--- config.mk ---
export PLATFORM = sky130hd
export DESIGN_NAME = uart_regif
export DESIGN_NICKNAME = d
export VERILOG_FILES = /design/src/rtl/uart_regif_pkg.sv /design/src/rtl/uart_rx_fifo.sv /design/src/rtl/uart_irq_ctrl.sv /design/src/rtl/uart_tx_port.sv /design/src/rtl/uart_regif.sv
export SDC_FILE = /design/constraint.sdc
export NUM_CORES = 1
export LEC_CHECK = 0
export ABC_AREA = 1
export CELL_PAD_IN_SITES_DETAIL_PLACEMENT = 0
export CELL_PAD_IN_SITES_GLOBAL_PLACEMENT = 1
export CORE_ASPECT_RATIO = 2
export CORE_MARGIN = 2
export CORE_UTILIZATION = 43
export CTS_BUF_LIST = sky130_fd_sc_hd__clkbuf_4
export CTS_CLUSTER_SIZE = 20
export DETAILED_ROUTE_END_ITERATION = 10
export PLACE_DENSITY = 0.95
export SYNTH_ARGS = -nofsm -noshare
export SYNTH_HDL_FRONTEND = slang
export SYNTH_HIERARCHICAL = 1
export SYNTH_SLANG_ARGS = --single-unit
--- constraint.sdc ---
create_clock -name clk_i -period 2.2 [get_ports clk_i]
set_clock_uncertainty 0.1 [all_clocks]
set_input_delay 0.55 -clock clk_i [delete_from_list [all_inputs] [get_ports clk_i]]
set_output_delay 0.55 -clock clk_i [all_outputs]
set_load 0.005 [all_outputs]
--- src/rtl/uart_regif_pkg.sv ---
`timescale 1ns/1ps
package uart_regif_pkg;
  typedef enum logic [1:0] {
    REG_RXD  = 2'd0,
    REG_TXD  = 2'd1,
    REG_STAT = 2'd2,
    REG_CTRL = 2'd3
  } reg_sel_e;

  localparam int ST_RXVAL   = 0;
  localparam int ST_RXFULL  = 1;
  localparam int ST_TXEMPTY = 2;
  localparam int ST_TXFULL  = 3;
  localparam int ST_PEND    = 4;

  localparam int CT_TXRST = 0;
  localparam int CT_RXRST = 1;
  localparam int CT_IE    = 4;
endpackage

--- src/rtl/uart_rx_fifo.sv ---
`timescale 1ns/1ps
module uart_rx_fifo #(
  parameter int DEPTH  = 8,
  parameter int BYTE_W = 8,
  localparam int PTR_W = (DEPTH > 1) ? $clog2(DEPTH) : 1,
  localparam int CNT_W = $clog2(DEPTH + 1)
) (
  input  logic              clk_i,
  input  logic              rst_ni,
  input  logic              push_i,
  input  logic [BYTE_W-1:0] data_i,
  input  logic              pop_i,
  input  logic              flush_i,
  output logic [BYTE_W-1:0] head_o,
  output logic [CNT_W-1:0]  count_o,
  output logic [CNT_W-1:0]  count_nxt_o,
  output logic              full_o,
  output logic              empty_o
);
  logic [BYTE_W-1:0] mem_q [DEPTH];
  logic [PTR_W-1:0]  rd_ptr_q, wr_ptr_q;
  logic [CNT_W-1:0]  cnt_q, cnt_d;
  logic              do_push, do_pop;

  assign full_o  = (cnt_q == CNT_W'(DEPTH));
  assign empty_o = (cnt_q == '0);
  assign do_push = push_i && !full_o;
  assign do_pop  = pop_i && !empty_o;
  assign head_o  = mem_q[rd_ptr_q];
  assign count_o = cnt_q;
  assign count_nxt_o = cnt_d;

  function automatic logic [PTR_W-1:0] wrap_inc(input logic [PTR_W-1:0] p);
    return (p == PTR_W'(DEPTH - 1)) ? '0 : p + 1'b1;
  endfunction

  always_comb begin
    cnt_d = cnt_q;
    if (flush_i)                cnt_d = '0;
    else if (do_push && !do_pop) cnt_d = cnt_q + 1'b1;
    else if (do_pop && !do_push) cnt_d = cnt_q - 1'b1;
  end

  always_ff @(posedge clk_i or negedge rst_ni) begin
    if (!rst_ni) begin
      rd_ptr_q <= '0;
      wr_ptr_q <= '0;
      cnt_q    <= '0;
    end else begin
      cnt_q <= cnt_d;
      if (flush_i) begin
        rd_ptr_q <= '0;
        wr_ptr_q <= '0;
      end else begin
        if (do_push) wr_ptr_q <= wrap_inc(wr_ptr_q);
        if (do_pop)  rd_ptr_q <= wrap_inc(rd_ptr_q);
      end
    end
  end

  for (genvar i = 0; i < DEPTH; i++) begin : g_slot
    always_ff @(posedge clk_i or negedge rst_ni) begin
      if (!rst_ni)                                       mem_q[i] <= '0;
      else if (do_push && !flush_i && wr_ptr_q == PTR_W'(i)) mem_q[i] <= data_i;
    end
  end
endmodule

--- src/rtl/uart_irq_ctrl.sv ---
`timescale 1ns/1ps
module uart_irq_ctrl (
  input  logic clk_i,
  input  logic rst_ni,
  input  logic clr_i,
  input  logic set_i,
  input  logic level_i,
  input  logic en_i,
  output logic pend_o,
  output logic irq_o
);
  logic pend_q;

  // clear loses to any set source in the same cycle
  always_ff @(posedge clk_i or negedge rst_ni) begin
    if (!rst_ni) pend_q <= 1'b0;
    else         pend_q <= (pend_q && !clr_i) || set_i || level_i;
  end

  assign pend_o = pend_q;
  assign irq_o  = pend_q && en_i;
endmodule

--- src/rtl/uart_tx_port.sv ---
`timescale 1ns/1ps
module uart_tx_port #(
  parameter int BYTE_W = 8
) (
  input  logic              clk_i,
  input  logic              rst_ni,
  input  logic              wr_i,
  input  logic [BYTE_W-1:0] data_i,
  output logic              valid_o,
  output logic [BYTE_W-1:0] data_o
);
  always_ff @(posedge clk_i or negedge rst_ni) begin
    if (!rst_ni) begin
      valid_o <= 1'b0;
      data_o  <= '0;
    end else begin
      valid_o <= wr_i;
      if (wr_i) data_o <= data_i;
    end
  end
endmodule

--- src/rtl/uart_regif.sv ---
`timescale 1ns/1ps
module uart_regif
  import uart_regif_pkg::*;
#(
  parameter int ADDR_W   = 8,
  parameter int DATA_W   = 32,
  parameter int RX_DEPTH = 8,
  parameter int BYTE_W   = 8,
  localparam int CNT_W   = $clog2(RX_DEPTH + 1)
) (
  input  logic              clk_i,
  input  logic              rst_ni,
  input  logic              req_i,
  input  logic              we_i,
  input  logic [ADDR_W-1:0] addr_i,
  input  logic [DATA_W-1:0] wdata_i,
  output logic [DATA_W-1:0] rdata_o,
  input  logic              rx_valid_i,
  input  logic [BYTE_W-1:0] rx_data_i,
  output logic              rx_ready_o,
  output logic              tx_valid_o,
  output logic [BYTE_W-1:0] tx_data_o,
  output logic              irq_o
);
  logic              acc, rd, wr;
  reg_sel_e          sel;
  logic              rx_pop, rx_push, tx_wr, ctrl_wr, stat_rd, rx_flush;
  logic [DATA_W-1:0] ctrl_q, tx_word_q, status_w;
  logic [BYTE_W-1:0] head;
  logic [CNT_W-1:0]  rx_count, rx_count_nxt;
  logic              rx_full, rx_empty, pend_q;

  assign acc = req_i && (addr_i[ADDR_W-1:4] == '0);
  assign sel = reg_sel_e'(addr_i[3:2]);
  assign rd  = acc && !we_i;
  assign wr  = acc && we_i;

  assign rx_pop   = rd && (sel == REG_RXD);
  assign stat_rd  = rd && (sel == REG_STAT);
  assign tx_wr    = wr && (sel == REG_TXD);
  assign ctrl_wr  = wr && (sel == REG_CTRL);
  assign rx_flush = ctrl_wr && wdata_i[CT_RXRST];
  assign rx_push  = rx_valid_i && rx_ready_o;
  assign rx_ready_o = !rx_full;

  uart_rx_fifo #(.DEPTH(RX_DEPTH), .BYTE_W(BYTE_W)) u_rx_fifo (
    .clk_i       (clk_i),
    .rst_ni      (rst_ni),
    .push_i      (rx_push),
    .data_i      (rx_data_i),
    .pop_i       (rx_pop),
    .flush_i     (rx_flush),
    .head_o      (head),
    .count_o     (rx_count),
    .count_nxt_o (rx_count_nxt),
    .full_o      (rx_full),
    .empty_o     (rx_empty)
  );

  uart_irq_ctrl u_irq (
    .clk_i   (clk_i),
    .rst_ni  (rst_ni),
    .clr_i   (stat_rd),
    .set_i   (tx_wr),
    .level_i (rx_count_nxt != '0),
    .en_i    (ctrl_q[CT_IE]),
    .pend_o  (pend_q),
    .irq_o   (irq_o)
  );

  uart_tx_port #(.BYTE_W(BYTE_W)) u_tx (
    .clk_i   (clk_i),
    .rst_ni  (rst_ni),
    .wr_i    (tx_wr),
    .data_i  (wdata_i[BYTE_W-1:0]),
    .valid_o (tx_valid_o),
    .data_o  (tx_data_o)
  );

  always_ff @(posedge clk_i or negedge rst_ni) begin
    if (!rst_ni) begin
      ctrl_q    <= '0;
      tx_word_q <= '0;
    end else begin
      if (ctrl_wr) ctrl_q    <= wdata_i;
      if (tx_wr)   tx_word_q <= wdata_i;
    end
  end

  always_comb begin
    status_w              = '0;
    status_w[ST_RXVAL]    = !rx_empty;
    status_w[ST_RXFULL]   = rx_full;
    status_w[ST_TXEMPTY]  = 1'b1;
    status_w[ST_TXFULL]   = 1'b0;
    status_w[ST_PEND]     = pend_q;
  end

  always_comb begin
    rdata_o = '0;
    if (rd) begin
      unique case (sel)
        REG_RXD:  rdata_o = rx_empty ? '0 : DATA_W'(head);
        REG_TXD:  rdata_o = tx_word_q;
        REG_STAT: rdata_o = status_w;
        REG_CTRL: rdata_o = ctrl_q;
        default:  rdata_o = '0;
      endcase
    end
  end
endmodule

Word-level counts from Yosys, hierarchy flattened
Cells that the tools add are included.
{"block": "totals", "out_inout_bits": 43, "register_bits": 148, "in_bits": 53}
{"block": "classes", "magnitude_cmp": 1, "add_sub_neg": 4, "eq_ne": 12, "reduce_logical": 40, "muxes": 15, "n_bitwise": 1}
{"op": "$pmux 32 s4", "count": 1}
{"op": "$mux 32", "count": 1}
{"op": "$bmux 8 s3", "count": 1}
{"op": "$logic_and 1x1->1", "count": 24}
{"op": "$mux 8", "count": 3}
{"op": "$mux 3", "count": 6}
{"op": "$eq 3x3->1 const B", "count": 5}
{"op": "$mux 4", "count": 3}
{"op": "$logic_not 4->1", "count": 2}
{"op": "$logic_not 1->1", "count": 7}
{"op": "$add 3x1->3 const B", "count": 2}
{"op": "$eq 3x2->1 const B", "count": 2}
{"op": "$add 4x1->4 const B", "count": 1}
{"op": "$eq 2x2->1 const B", "count": 2}
{"op": "$eq 4x4->1 const B", "count": 1}
{"op": "$ge 4x4->1 const B", "count": 1}
{"op": "$not 3->4", "count": 1}
{"op": "$reduce_bool 2->1", "count": 2}
{"op": "$reduce_bool 4->1", "count": 1}
{"op": "$sub 4x1->4 const B", "count": 1}
{"op": "$eq 3x1->1 const B", "count": 1}
{"op": "$logic_not 3->1", "count": 1}
{"op": "$eq 2x1->1 const B", "count": 1}
{"op": "$logic_not 2->1", "count": 1}
{"op": "$logic_or 1x1->1", "count": 2}

Depth between registers and ports, before layout
Gate-level depths: netlist of run 1.
{"block": "depth", "ltp_word": 11, "depth_mapped": 16, "ltp_nobuf": 16}

Modules after synthesis
The synthesis of run 1 kept the hierarchy.
{"module": "uart_rx_fifo", "n_inst": 1, "seq_area_each_um2": 1851.8, "cells_each": 457, "area_each_um2": 3736.1}
{"module": "uart_regif", "n_inst": 1, "seq_area_each_um2": 1601.5, "cells_each": 441, "area_each_um2": 3360.7}
{"module": "uart_tx_port", "n_inst": 1, "seq_area_each_um2": 225.2, "cells_each": 35, "area_each_um2": 330.3}
{"module": "uart_irq_ctrl", "n_inst": 1, "seq_area_each_um2": 25.0, "cells_each": 7, "area_each_um2": 47.5}

Least setup slack after synthesis of run 1
OpenSTA, ideal clock, no wires.
{"block": "synth_path", "path_kind": "input port to flip-flop", "from": "input addr_i[7]", "to": "register u_irq.pend_q (netlist: u_irq/pend_o)", "t_arrival_ns": 2.111, "setup_ns": 0.117, "required_ns": 1.983, "stages": 15, "path_buffers": 0, "slack_ns": -0.129, "cell_sequence": "nor2_1 -> nand2_1 -> nor2_4 -> nand2_2 -> nor3_1 -> a21boi_0 -> nand3_1 -> nand2_1 -> nand2_1 -> inv_1 -> nor2_1 -> nor2_1 -> nand2_1 -> nor2_1 -> nand2_1"}
{"block": "synth_between", "elab_chain_len": 11, "elab_cells_between_ends": 21, "classes_between": "3 x mux; 18 x reduce/logical"}
{"item": "start, declared", "line": "uart_regif.sv:15", "rtl": "input logic [ADDR_W-1:0] addr_i,"}
{"item": "$logic_not 4->1 (*)", "line": "uart_regif.sv:33", "rtl": "assign acc = req_i && (addr_i[ADDR_W-1:4] == '0);"}
{"item": "$logic_and 1x1->1 (*)", "line": "uart_regif.sv:33"}
{"item": "$logic_and 1x1->1 (*)", "line": "uart_regif.sv:35", "rtl": "assign rd = acc && !we_i;"}
{"item": "$logic_and 1x1->1 (*)", "line": "uart_regif.sv:38", "rtl": "assign rx_pop = rd && (sel == REG_RXD);"}
{"item": "via rx_pop", "line": "uart_regif.sv:27", "rtl": "logic rx_pop, rx_push, tx_wr, ctrl_wr, stat_rd, rx_flush;"}
{"item": "$logic_and 1x1->1 (*)", "line": "uart_rx_fifo.sv:28", "rtl": "assign do_pop = pop_i && !empty_o;"}
{"item": "$logic_and 1x1->1 / $logic_not 1->1 (equally long branches)", "line": "uart_rx_fifo.sv:41, uart_rx_fifo.sv:40"}
{"item": "$mux 4 / $logic_and 1x1->1 (equally long branches)", "line": "uart_rx_fifo.sv:41, uart_rx_fifo.sv:40"}
{"item": "$mux 4 (*)", "line": "uart_rx_fifo.sv:40", "rtl": "else if (do_push && !do_pop) cnt_d = cnt_q + 1'b1;"}
{"item": "$mux 4 (*)", "line": "uart_rx_fifo.sv:39", "rtl": "if (flush_i) cnt_d = '0;"}
{"item": "via rx_count_nxt[3]", "line": "uart_regif.sv:30", "rtl": "logic [CNT_W-1:0] rx_count, rx_count_nxt;"}
{"item": "$reduce_bool 4->1 (*)", "line": "uart_regif.sv:65", "rtl": ".level_i (rx_count_nxt != '0),"}
{"item": "$logic_or 1x1->1 (*)", "line": "uart_irq_ctrl.sv:17", "rtl": "else pend_q <= (pend_q && !clr_i) || set_i || level_i;"}
{"item": "end signal, assigned", "line": "uart_irq_ctrl.sv:17"}
{"item": "end, declared", "line": "uart_irq_ctrl.sv:12", "rtl": "logic pend_q;"}
Mark *: on every way through the listed nets, which the timed path passes. The rest lies on a longest branch.
A chain may end at the register's enable or synchronous reset.

Worst setup path after layout of run 1
{"block": "layout_path", "from": "register u_rx_fifo.rd_ptr_q[0]", "to": "output rdata_o[3]"}
{"block": "layout_between", "elab_chain_len": 7}
{"item": "start, declared", "line": "uart_rx_fifo.sv:21", "rtl": "logic [PTR_W-1:0] rd_ptr_q, wr_ptr_q;"}
{"item": "start signal, assigned", "line": "uart_rx_fifo.sv:56", "rtl": "if (do_pop) rd_ptr_q <= wrap_inc(rd_ptr_q);"}
{"item": "$not 3->4 (not written as such)", "line": "uart_rx_fifo.sv:29", "rtl": "assign head_o = mem_q[rd_ptr_q];"}
{"item": "$bmux 8 s3", "line": "uart_rx_fifo.sv:29"}
{"item": "$mux 8 (not written as such) (2 in a row)", "line": "uart_rx_fifo.sv:29"}
{"item": "via head[3]", "line": "uart_regif.sv:29", "rtl": "logic [BYTE_W-1:0] head;"}
{"item": "$mux 8", "line": "uart_regif.sv:103", "rtl": "REG_RXD: rdata_o = rx_empty ? '0 : DATA_W'(head);"}
{"item": "$pmux 32 s4", "line": "uart_regif.sv:102", "rtl": "unique case (sel)"}
{"item": "$mux 32", "line": "uart_regif.sv:101", "rtl": "if (rd) begin"}
{"item": "end, declared", "line": "uart_regif.sv:17", "rtl": "output logic [DATA_W-1:0] rdata_o,"}
The timed path passes the listed nets, and every way through them passes these cells. The select of a mux whose other input is x is not followed.

==> impl_metrics.csv, run 1 <==
group,metric,value,unit
synth,ys_top_cells_by_count,"nand2_1 (349), dfrtp_1 (148), o21ai_0 (72), nor2_1 (70), nand4_1 (64)",
global_route,grt_max_degree,66,
synth,yosys.area.top_type_share,0.4955,
cts,clockBufferDepth,2,
synth,synthAdderAreaFrac,0.01674,
synth,ys_warn_count,6,
pwr,total_leakage_power,5.097,nW
synth,syn_avg_cell_area,7.952,µm²
pwr,p_per_area,931.6,nW/µm²
detailed_routing,via_count,7538,
die,initial_core_util,0.4349,
setup_path,end_kind,"output port",
job,max_cap_viol_count,0,
global_route,antenna_found_initial,1,
sta,setup_viol,71,
global_route,globalRoute.totalOverflow,0,
synth,synth_compound_area_frac,0.1046,
die,coreArea,17190,µm²
die,core.rowCount,68,
die,die_w,97.23,µm
global_route,grt_pass1_vias,7621,
synth,synth_simple_gate_area_frac,0.3124,
cts,clk_latency,0.56,ns
sta,holdWs,0.3374,ns
pwr,vdd_drop_max,0.4055,mV
cts,root_buffer,"clkbuf_4",
global_route,grt_pass1_wl,38.28,mm
detailed_routing,wl_per_cell,18.12,µm
synth,syn-cell-area,7475,µm²
global_route,met3_usage,0.04326,
synth,synth.area.mux_share,0,
cts,cts_tree,"yes",
cells_and_area,nFillCells,1470,
cells_and_area,fin_nets,1194,
sta,fin_tns_setup,-9.080,ns
placed_design,placed_cells,1265,
sta,tightest_slew,0.6827,ns
cells_and_area,area_delta_synth_final,40.01,%
die,die_area,18520,µm²
sta,fin_crit_sh,1.344,
detailed_routing,drc,0,
placed_design,hpwlAfterDp,14.50,mm
hold_path,hp-class,"in2async",
cts,cts_max_level,4,
sta,report.final.slew_viol_count,0,
cells_and_area,drive_above_1_share,0.3103,
synth,synthTopCellsByArea,"dfrtp_1 (50%), nand2_1 (18%), nand4_1 (5.4%), o21ai_0 (4.8%), o21ai_1 (3.5%)",
die,die_h,190.5,µm
sta,worst_slew_margin_rel,0.5448,
synth,syn_nets,1003,
synth,postSynthCellCount,940,
setup_path,crit_type,"reg2out",
setup_path,worstPathArrival,2.31,ns
detailed_routing,viasPerCell,5.563,
global_route,use_met2,0.4858,
cts,cts.sinks,148,
placed_design,dp_slack,-0.8273,ns
global_route,gr-max-usage-layer,"met2",
detailed_routing,ant_nets,0,
sta,max_freq,0.3383,GHz
cts,cts.clk_slew.worst_paths,0.14,ns
placed_design,gp_congestion,0.8793,
cells_and_area,stdcell_count,1355,
synth,synth-edff-count,0,
detailed_routing,drt_iter0_markers,444,
synth,synth_top_family_by_area,"simple AND/OR/NAND/NOR gates",
global_route,track_usage,0.2622,
synth,yosysMostFrequentCell,"nand2_1",
cts,cts_made_buffers,17,
detailed_routing,drtPass1Iterations,5,
sta,rsz0062_at_grt,"yes",
synth,synth.distinct_cells,31,
setup_path,required,1.55,ns
run_status,outcome,"finished, violations left",
sta,setup_ws,-0.7557,ns
synth,synthArstFlopShare,1.000,
setup_path,cp_max_fo,5,
detailed_routing,wl,24.55,mm
synth,synth_xor_area_frac,0,
synth,ys_ff_latch,148,
die,io_pins,96,
synth,synth_ff_type,"dfrtp_1",
run_status,violations,"setup timing",
synth,ys_seq_area_frac,0.4955,
sta,post-route-min-period,2.956,ns
sta,hold_viol,0,
setup_path,start_kind,"flip-flop",
placed_design,port_buffers,93,
global_route,use_met1,0.2683,
synth,synth_area_leader_cell,"dfrtp_1",
==> flip-flops by register name (all words and copies together) (netlist names) <==
signal	flops
u_rx_fifo/mem_q	64
ctrl_q	32
tx_word_q	32
u_tx/data_o	8
u_rx_fifo/count_o	4
u_rx_fifo/rd_ptr_q	3
u_rx_fifo/wr_ptr_q	3
u_irq/pend_o	1
u_tx/valid_o	1
==> report_power, final <==
group,total [mW],leakage [nW],internal [mW],switching (mW)
Combinational,4.07,3.03,1.78,2.29
Clock,1.73,0.143,0.711,1.02
Sequential,3.95,1.92,3.42,0.531
Total,9.75,5.10,5.92,3.83
==> final cells by class <==
| class | count | area [µm²] | share of cell area |
|---|---|---|---|
| timing repair buffer | 222 | 2225 | 0.2126 |
| antenna | 1 | 2.502 | 0.0002391 |
| clock inverter | 12 | 130.1 | 0.01243 |
| inverter | 43 | 186.4 | 0.01781 |
| tap | 210 | 262.8 | 0.02511 |
| multi-input combinational | 698 | 3791 | 0.3623 |
| clock buffer | 20 | 150.1 | 0.01435 |
| timing repair inverter | 1 | 11.26 | 0.001076 |
| sequential | 148 | 3706 | 0.3541 |
==> timing repair <==
action,4_1_cts,5_1_grt
cloned,12,2
buffers inserted,40,9
endpoints found under the hold margin,39,0
resized for setup,297,116
pin swaps,79,38
setup endpoints to repair,101,103
hold buffers,1,0
==> path summary, 6_finish.rpt <==
path | start | endpoint | slack, ns | cells after the start
hold / removal | rst_ni | ctrl_q[25] | 0.34 | 2
setup reg to reg | u_rx_fifo/count_o[0] | u_rx_fifo/mem_q[12] | -0.15 | 15
max in group asynchronous | rst_ni | u_rx_fifo/mem_q[9] | 0.98 | 3
hold reg to reg | ctrl_q[7] | ctrl_q[7] | 0.38 | 2
min in group clk_i | addr_i[2] | u_irq/pend_o | 0.34 | 6
setup / recovery | u_rx_fifo/rd_ptr_q[0] | rdata_o[3] | -0.76 | 14
==> logic make-up after synthesis <==
family | Yosys count
buffers and inverters | 100
AOI/OAI and AO/OA | 155
DFF | 148
adders and majority gates | 10
and+or+nand+nor | 527
==> stage by stage <==
| step | area [µm²] | power, mW | util |
|---|---|---|---|
| floorplan | 7478 | 5.568 | - |
| global placement | 9047 | 6.563 | 0.5264 |
| detailed placement | 9047 | 6.677 | 0.5264 |
| CTS | 10120 | 9.252 | 0.5890 |
| global route | 10470 | 10.31 | 0.6089 |
| finish | 10470 | 9.749 | 0.6089 |
==> cell usage in the layout (no fill, tap or decap), drive strengths merged <==
master	synthesis	final
nand4	64	64
bufinv	0	2
ha	10	10
o22ai	1	1
a21oi	27	27
clkinvlp	0	4
a21boi	1	1
nand3	30	36
clkdlybuf4s15	0	1
buf	47	160
o211ai	1	1
inv	41	44
o21ai	125	125
dfrtp	148	148
or2	1	1
nor3	4	4
nand2	352	352
clkbuf	10	29
clkinv	2	6
diode	0	1
dlygate4sd3	0	1
dlygate4sd2	0	1
and3	1	1
dlymetal6s2s	0	3
clkdlybuf4s50	0	47
nor2	75	75
==> layer usage <==
layer / up-vias / wire, µm
li1: 3495 / -
met1: 3622 / 8228
met2: 309 / 13310
met3: 112 / 1269
met4: 0 / 1737
met5: - / 0
==> worst max-delay path: stages, from the launching register on <==
cell,delay (ns)
dfrtp_1,0.43
buf_6,0.14
buf_4,0.15
clkbuf_16,0.16
nor2_4,0.13
nor2_4,0.06
o21ai_1,0.07
o21ai_1,0.08
nand2_1,0.07
nand2_1,0.06
nand3_1,0.08
nand2_1,0.06
o21ai_1,0.08
nor2_1,0.07
buf_2,0.12
No activity file was read; power rests on OpenSTA's default activity.
==> run 2, diff against run 1 <==
Settings changed: HOLD_SLACK_MARGIN set to 0.12.
==> results of run 2 <==
Final layout, timing and power as in run 1 (identical DEF).
==> run 3, diff against run 2 <==
Settings changed: CAP_MARGIN set to 40, CTS_CLUSTER_SIZE 20 to not set.
==> results of run 3 <==
Final layout, timing and power as in run 1 (identical DEF).
